<file path="src/rtl/vsel_pkg.sv">
package vsel_pkg;

    parameter int unsigned VS_SETS     = 32;
    parameter int unsigned VS_WAYS     = 32;
    parameter int unsigned VS_MAX_LOCK = 28;

    typedef enum logic [1:0] {
        CMD_NONE   = 2'b00,
        CMD_LOCK   = 2'b01,
        CMD_UNLOCK = 2'b10,
        CMD_RSVD   = 2'b11
    } lock_cmd_e;

    // A command that changes lock state pre-empts an allocate.
    function automatic logic cmd_blocks_alloc(lock_cmd_e c);
        return (c == CMD_LOCK) || (c == CMD_UNLOCK);
    endfunction

endpackage

</file>
<file path="src/rtl/vsel_set_entry.sv">
module vsel_set_entry
    import vsel_pkg::*;
#(
    parameter int unsigned NUM_WAYS = VS_WAYS,
    parameter int unsigned MAX_LOCK = VS_MAX_LOCK,
    parameter int unsigned WAY_W    = $clog2(NUM_WAYS)
) (
    input  logic             clk,
    input  logic             rst,
    input  logic             sel,
    input  logic             alloc,
    input  lock_cmd_e        cmd,
    output logic [WAY_W-1:0] cnt,
    output logic [WAY_W-1:0] ptr
);

    localparam logic [WAY_W-1:0] LIMIT = WAY_W'(MAX_LOCK);
    localparam logic [WAY_W-1:0] TOP   = WAY_W'(NUM_WAYS - 1);

    logic [WAY_W-1:0] cnt_q, ptr_q;

    always_ff @(posedge clk) begin
        if (rst) begin
            cnt_q <= '0;
            ptr_q <= '0;
        end else if (sel) begin
            unique case (cmd)
                CMD_LOCK: begin
                    if (cnt_q < LIMIT) begin
                        cnt_q <= cnt_q + 1'b1;
                        if (ptr_q <= cnt_q)
                            ptr_q <= cnt_q + 1'b1;
                    end
                end
                CMD_UNLOCK: begin
                    cnt_q <= '0;
                end
                default: begin
                    if (alloc)
                        ptr_q <= (ptr_q == TOP) ? cnt_q : ptr_q + 1'b1;
                end
            endcase
        end
    end

    assign cnt = cnt_q;
    assign ptr = ptr_q;

endmodule

</file>
<file path="src/rtl/vsel_read_mux.sv">
module vsel_read_mux #(
    parameter int unsigned NUM_SETS = 32,
    parameter int unsigned WAY_W    = 5,
    parameter int unsigned SET_W    = $clog2(NUM_SETS)
) (
    input  logic [SET_W-1:0] idx,
    input  logic [WAY_W-1:0] cnt_arr [NUM_SETS],
    input  logic [WAY_W-1:0] ptr_arr [NUM_SETS],
    output logic [WAY_W-1:0] rd_cnt,
    output logic [WAY_W-1:0] rd_ptr
);

    always_comb begin
        rd_cnt = cnt_arr[idx];
        rd_ptr = ptr_arr[idx];
    end

endmodule

</file>
<file path="src/rtl/victim_sel.sv">
module victim_sel
    import vsel_pkg::*;
#(
    parameter int unsigned NUM_SETS = VS_SETS,
    parameter int unsigned NUM_WAYS = VS_WAYS,
    parameter int unsigned MAX_LOCK = VS_MAX_LOCK,
    parameter int unsigned SET_W    = $clog2(NUM_SETS),
    parameter int unsigned WAY_W    = $clog2(NUM_WAYS)
) (
    input  logic             clk,
    input  logic             rst,
    input  logic [SET_W-1:0] set_idx,
    input  logic             alloc_req,
    input  logic [1:0]       lock_cmd,
    output logic             victim_valid,
    output logic [WAY_W-1:0] victim_way,
    output logic             lock_err
);

    localparam logic [WAY_W-1:0] LIMIT = WAY_W'(MAX_LOCK);

    lock_cmd_e        cmd;
    logic             alloc_ok;
    logic [WAY_W-1:0] cnt_arr [NUM_SETS];
    logic [WAY_W-1:0] ptr_arr [NUM_SETS];
    logic [WAY_W-1:0] rd_cnt, rd_ptr;

    assign cmd      = lock_cmd_e'(lock_cmd);
    assign alloc_ok = alloc_req && !cmd_blocks_alloc(cmd);

    for (genvar s = 0; s < NUM_SETS; s++) begin : g_set
        vsel_set_entry #(
            .NUM_WAYS (NUM_WAYS),
            .MAX_LOCK (MAX_LOCK),
            .WAY_W    (WAY_W)
        ) u_entry (
            .clk   (clk),
            .rst   (rst),
            .sel   (set_idx == SET_W'(s)),
            .alloc (alloc_ok),
            .cmd   (cmd),
            .cnt   (cnt_arr[s]),
            .ptr   (ptr_arr[s])
        );
    end

    vsel_read_mux #(
        .NUM_SETS (NUM_SETS),
        .WAY_W    (WAY_W),
        .SET_W    (SET_W)
    ) u_rd (
        .idx     (set_idx),
        .cnt_arr (cnt_arr),
        .ptr_arr (ptr_arr),
        .rd_cnt  (rd_cnt),
        .rd_ptr  (rd_ptr)
    );

    always_ff @(posedge clk) begin
        if (rst) begin
            victim_valid <= 1'b0;
            victim_way   <= '0;
            lock_err     <= 1'b0;
        end else begin
            victim_valid <= alloc_ok;
            if (alloc_ok)
                victim_way <= rd_ptr;
            lock_err <= (cmd == CMD_LOCK) && (rd_cnt == LIMIT);
        end
    end

endmodule

</file>
<file path="config.mk">
export PLATFORM = sky130hd
export DESIGN_NAME = victim_sel
export DESIGN_NICKNAME = d
export VERILOG_FILES = /design/src/rtl/vsel_pkg.sv /design/src/rtl/vsel_set_entry.sv /design/src/rtl/vsel_read_mux.sv /design/src/rtl/victim_sel.sv
export SDC_FILE = /design/constraint.sdc
export NUM_CORES = 1
export LEC_CHECK = 0
export ABC_AREA = 1
export BUFFER_PORTS_ARGS = -buffer_cell sky130_fd_sc_hd__buf_2
export CORE_MARGIN = 2
export CORE_UTILIZATION = 34
export CTS_CLUSTER_SIZE = 14
export DETAILED_ROUTE_END_ITERATION = 10
export PLACE_DENSITY = 0.56
export SYNTH_ARGS = -nofsm -noshare
export SYNTH_HDL_FRONTEND = slang
export SYNTH_SLANG_ARGS = --single-unit
</file>
<file path="constraint.sdc">
create_clock -name clk -period 2.2 [get_ports clk]
set_input_delay 0.22 -clock clk [delete_from_list [all_inputs] [get_ports clk]]
set_output_delay 0.22 -clock clk [all_outputs]
set_load 0.05 [all_outputs]
</file>
==> run summary <==
status -> finished clean
main combinational cell family by area after synthesis -> simple AND/OR/NAND/NOR gates
reg-to-reg startpoint -> g_set[26].u_entry.cnt[3]$_SDFFE_PP0P_
1st-iter DRT viols -> 1960
DRT antenna net count -> 0
Die ar. -> 78300 µm²
Required @ worst endpoint -> 2700 ps
Placed Instances -> 4886
Final Max Slew Viols -> 0
# rows -> 101
Seq pwr share -> 40.1%
yosys warns -> 0
Synth Area in Compound Gates -> 23.0%
Period Utilization, post-route -> 90.7%
Simple-Gate Fraction of Synth Area -> 26.4%
clk sinks -> 327
max_cap viols -> 0
vias in the first global route -> 24700
Core Area -> 75600 µm²
hold endpoint -> victim_valid$_SDFF_PP0_
FF-to-FF path depth -> 8
P_sw -> 4.11 mW
register area share after synthesis -> 25.3%
grt ovf -> 0
CP Class -> reg -> reg
CTS Buffer Depth -> 3
Layout Nets -> 4223
Fin. Hold Viols -> 0
# DRC -> 0
f_max -> 0.501 GHz
Synth Instances -> 3950
Total GRT Usage -> 21.9%
final wirelength -> 86200 µm
number of synthesized flops with an enable pin -> 0
Combinational Power Share -> 10.0%
HPWL Detailed -> 62500 µm
unrepaired setup endpoints after global routing -> false
Synth Register Bits -> 327
I/O pins -> 17
# setup viols final -> 0
layout cells sized above 1 -> 7.12%
wire per inst -> 17.4 µm
DIE HEIGHT -> 280 µm
internal power -> 11.0 mW
FF-to-FF End -> g_set[26].u_entry.ptr[1]$_SDFFE_PP0P_
CP endpoint kind -> register
H-tree levels -> 2
CTS root buf -> clkbuf_16
clock latency on the worst-skew pair -> 590 ps
die span in x -> 280 µm
Min Hold Slack -> 214 ps
CTS tree -> done
min-delay src -> lock_cmd[1]
worst hold path class -> in -> reg
Worst slew margin -> 29.6%
Pleak -> 11.8 nW
Area growth syn-to-layout -> 13.1%
minimum clock period -> 1990 ps
arrival time at the worst endpoint -> 2500 ps
P per Cell Area -> 516 nW/µm²
routability cong. -> 0.914
Post-synth ARST share -> 0%
setup TNS -> 0 ps
Vias -> 26400
syn avg cell area -> 6.55 µm²
number of CTS-inserted buffers -> 43
startpoint types -> register
Netlist cell types -> 39
first-pass GRT wire length -> 138000 µm
port bufs -> 16
adder-cell share of the synthesized area -> 12.5%
Main synth FF type -> dfxtp_1
xor-xnor portion of the synthesized cell area -> 4.50%
# Post-CTS Setup Buffers -> 0
Tightest Pin Transition -> 1060 ps
Mapped Nets -> 4218
peak supply drop -> 482 µV
final core utilization -> 38.7%
Cell Count, Final, Fillers Out -> 4968
WHS Path Cells -> 4
routed vias/inst -> 5.32
sw frac -> 27.2%
Clock Power Share -> 49.8%
skew final -> 22.0 ps
R2R setup slack -> 210 ps
clock slew at reported path FFs -> 60 ps
Initial Utilization -> 34.2%
largest net degree at the start of global routing -> 86
Crit Path Max Fanout -> 8
mux share of post-synthesis cell area -> 0%
initial antenna violation count -> 2
Post-Synthesis Cell Area -> 25900 µm²
DRT Pass-1 Iters -> 6
metal layers:
layer / part of all wire [%] / track usage [%] / wire, µm
met5: 0.012 / 0 / 10
met4: 2.2 / 5.69 / 1910
met3: 5.8 / 2.82 / 4990
met2: 44 / 35.0 / 37900
met1: 48 / 30.9 / 41400
how the worst max path moves through the flow:
stage / from / to / slack (ps)
global route: g_set[20].u_entry.cnt[2]$_SDFFE_PP0P_ / g_set[20].u_entry.ptr[4]$_SDFFE_PP0P_ / 10
floorplan: g_set[26].u_entry.cnt[2]$_SDFFE_PP0P_ / g_set[26].u_entry.ptr[1]$_SDFFE_PP0P_ / 420
CTS: g_set[20].u_entry.cnt[2]$_SDFFE_PP0P_ / g_set[20].u_entry.ptr[4]$_SDFFE_PP0P_ / 220
finish: g_set[26].u_entry.cnt[3]$_SDFFE_PP0P_ / g_set[26].u_entry.ptr[1]$_SDFFE_PP0P_ / 210
detailed placement: lock_cmd[1] / g_set[26].u_entry.cnt[4]$_SDFFE_PP0P_ / 40
global placement: lock_cmd[1] / g_set[26].u_entry.cnt[4]$_SDFFE_PP0P_ / 20
cell type report:
type,count,area [µm²]
Fill cell,8060,46300
Antenna cell,1,2.50
Tap cell,978,1220
Inverter,362,1370
Timing Repair Buffer,155,1400
Multi-Input combinational cell,3066,17200
Clock buffer,67,1310
Clock inverter,12,185
Sequential cell,327,6550
registers in the layout, summed over array words and instances (netlist names):
name	cells
g_set.u_entry.cnt	160
g_set.u_entry.ptr	160
lock_err	1
victim_valid	1
victim_way	5
logic make-up after synthesis:
| logic type | count (synthesis) |
|---|---|
| DFF | 327 |
| and+or+nand+nor | 1614 |
| adders and majority gates | 258 |
| xor gates and xnor gates | 133 |
| buffers and inverters | 557 |
| AOI/OAI and AO/OA | 1061 |
cell usage after synthesis (13+ instances only):
| cell | n | area (µm²) |
|---|---|---|
| a211oi_1 | 102 | 766 |
| a21oi_1 | 436 | 2180 |
| a22oi_1 | 29 | 218 |
| a31oi_1 | 13 | 81.3 |
| and3b_1 | 13 | 114 |
| buf_2 | 44 | 220 |
| clkbuf_1 | 137 | 514 |
| dfxtp_1 | 327 | 6550 |
| ha_1 | 258 | 3230 |
| inv_1 | 334 | 1250 |
| inv_2 | 25 | 93.8 |
| nand2_1 | 872 | 3270 |
| nand3_1 | 242 | 1210 |
| nand4_1 | 69 | 432 |
| nor2_1 | 348 | 1310 |
| nor3_1 | 39 | 195 |
| nor3_2 | 22 | 220 |
| o211ai_1 | 32 | 240 |
| o21ai_0 | 371 | 1860 |
| o21ai_1 | 14 | 70.1 |
| o221ai_1 | 25 | 219 |
| xnor2_1 | 31 | 272 |
| xor2_1 | 102 | 893 |
timing repair:
action / in CTS / in global routing
hold buffers: 2 / 0
resized for setup: 0 / 0
hold endpoints to repair: 7 / 0
power by group through the flow:
stage / Combinational (mW) / Sequential, mW / Clock (mW)
floorplan: 0.876 / 6.19 / 0
global placement: 1.48 / 6.19 / 0
detailed placement: 1.49 / 6.19 / 0
CTS: 1.50 / 6.06 / 7.71
global route: 1.65 / 6.07 / 7.96
finish: 1.51 / 6.06 / 7.53
metrics by stage:
stage / power [mW] / worst slack, ps / instance area [µm²]
3_3_place_gp: 7.68 / 20.2 / 27700
5_1_grt: 15.7 / 11.2 / 29200
6_report: 15.1 / 205 / 29200
2_1_floorplan: 7.07 / 422 / 25900
3_5_place_dp: 7.68 / 36.7 / 27700
4_1_cts: 15.3 / 218 / 29200
worst max-delay path, cell delays in order (launching register included):
cell and delay [ps]:
dfxtp_1 380, inv_1 120, ha_1 300, nand2_1 120, o21ai_0 110, o21ai_0 280, nand2_1 240, or2_0 250
a21oi_1 120
layout by cell type, fill, tap and decap left out, types with 4 or more instances in the layout:
master / synthesis / layout
nand2_1: 872 / 871
a21oi_1: 436 / 436
o21ai_0: 371 / 371
nor2_1: 348 / 346
inv_1: 334 / 332
dfxtp_1: 327 / 327
ha_1: 258 / 256
nand3_1: 242 / 242
buf_4: 3 / 117
xor2_1: 102 / 102
a211oi_1: 102 / 102
nand4_1: 69 / 69
clkbuf_16: 0 / 44
nor3_1: 39 / 39
o211ai_1: 32 / 32
xnor2_1: 31 / 31
a22oi_1: 29 / 29
o221ai_1: 25 / 25
inv_2: 25 / 24
nor3_2: 22 / 22
buf_12: 0 / 21
buf_2: 44 / 14
a31oi_1: 13 / 13
and3b_1: 13 / 13
o21ai_1: 14 / 13
clkbuf_8: 0 / 13
o22ai_1: 12 / 12
o21bai_1: 11 / 11
clkbuf_1: 137 / 11
o211a_1: 9 / 9
nor2_4: 2 / 4
bufinv_16: 0 / 4
clkinvlp_4: 0 / 4
No activity file was read; power rests on OpenSTA's default activity.
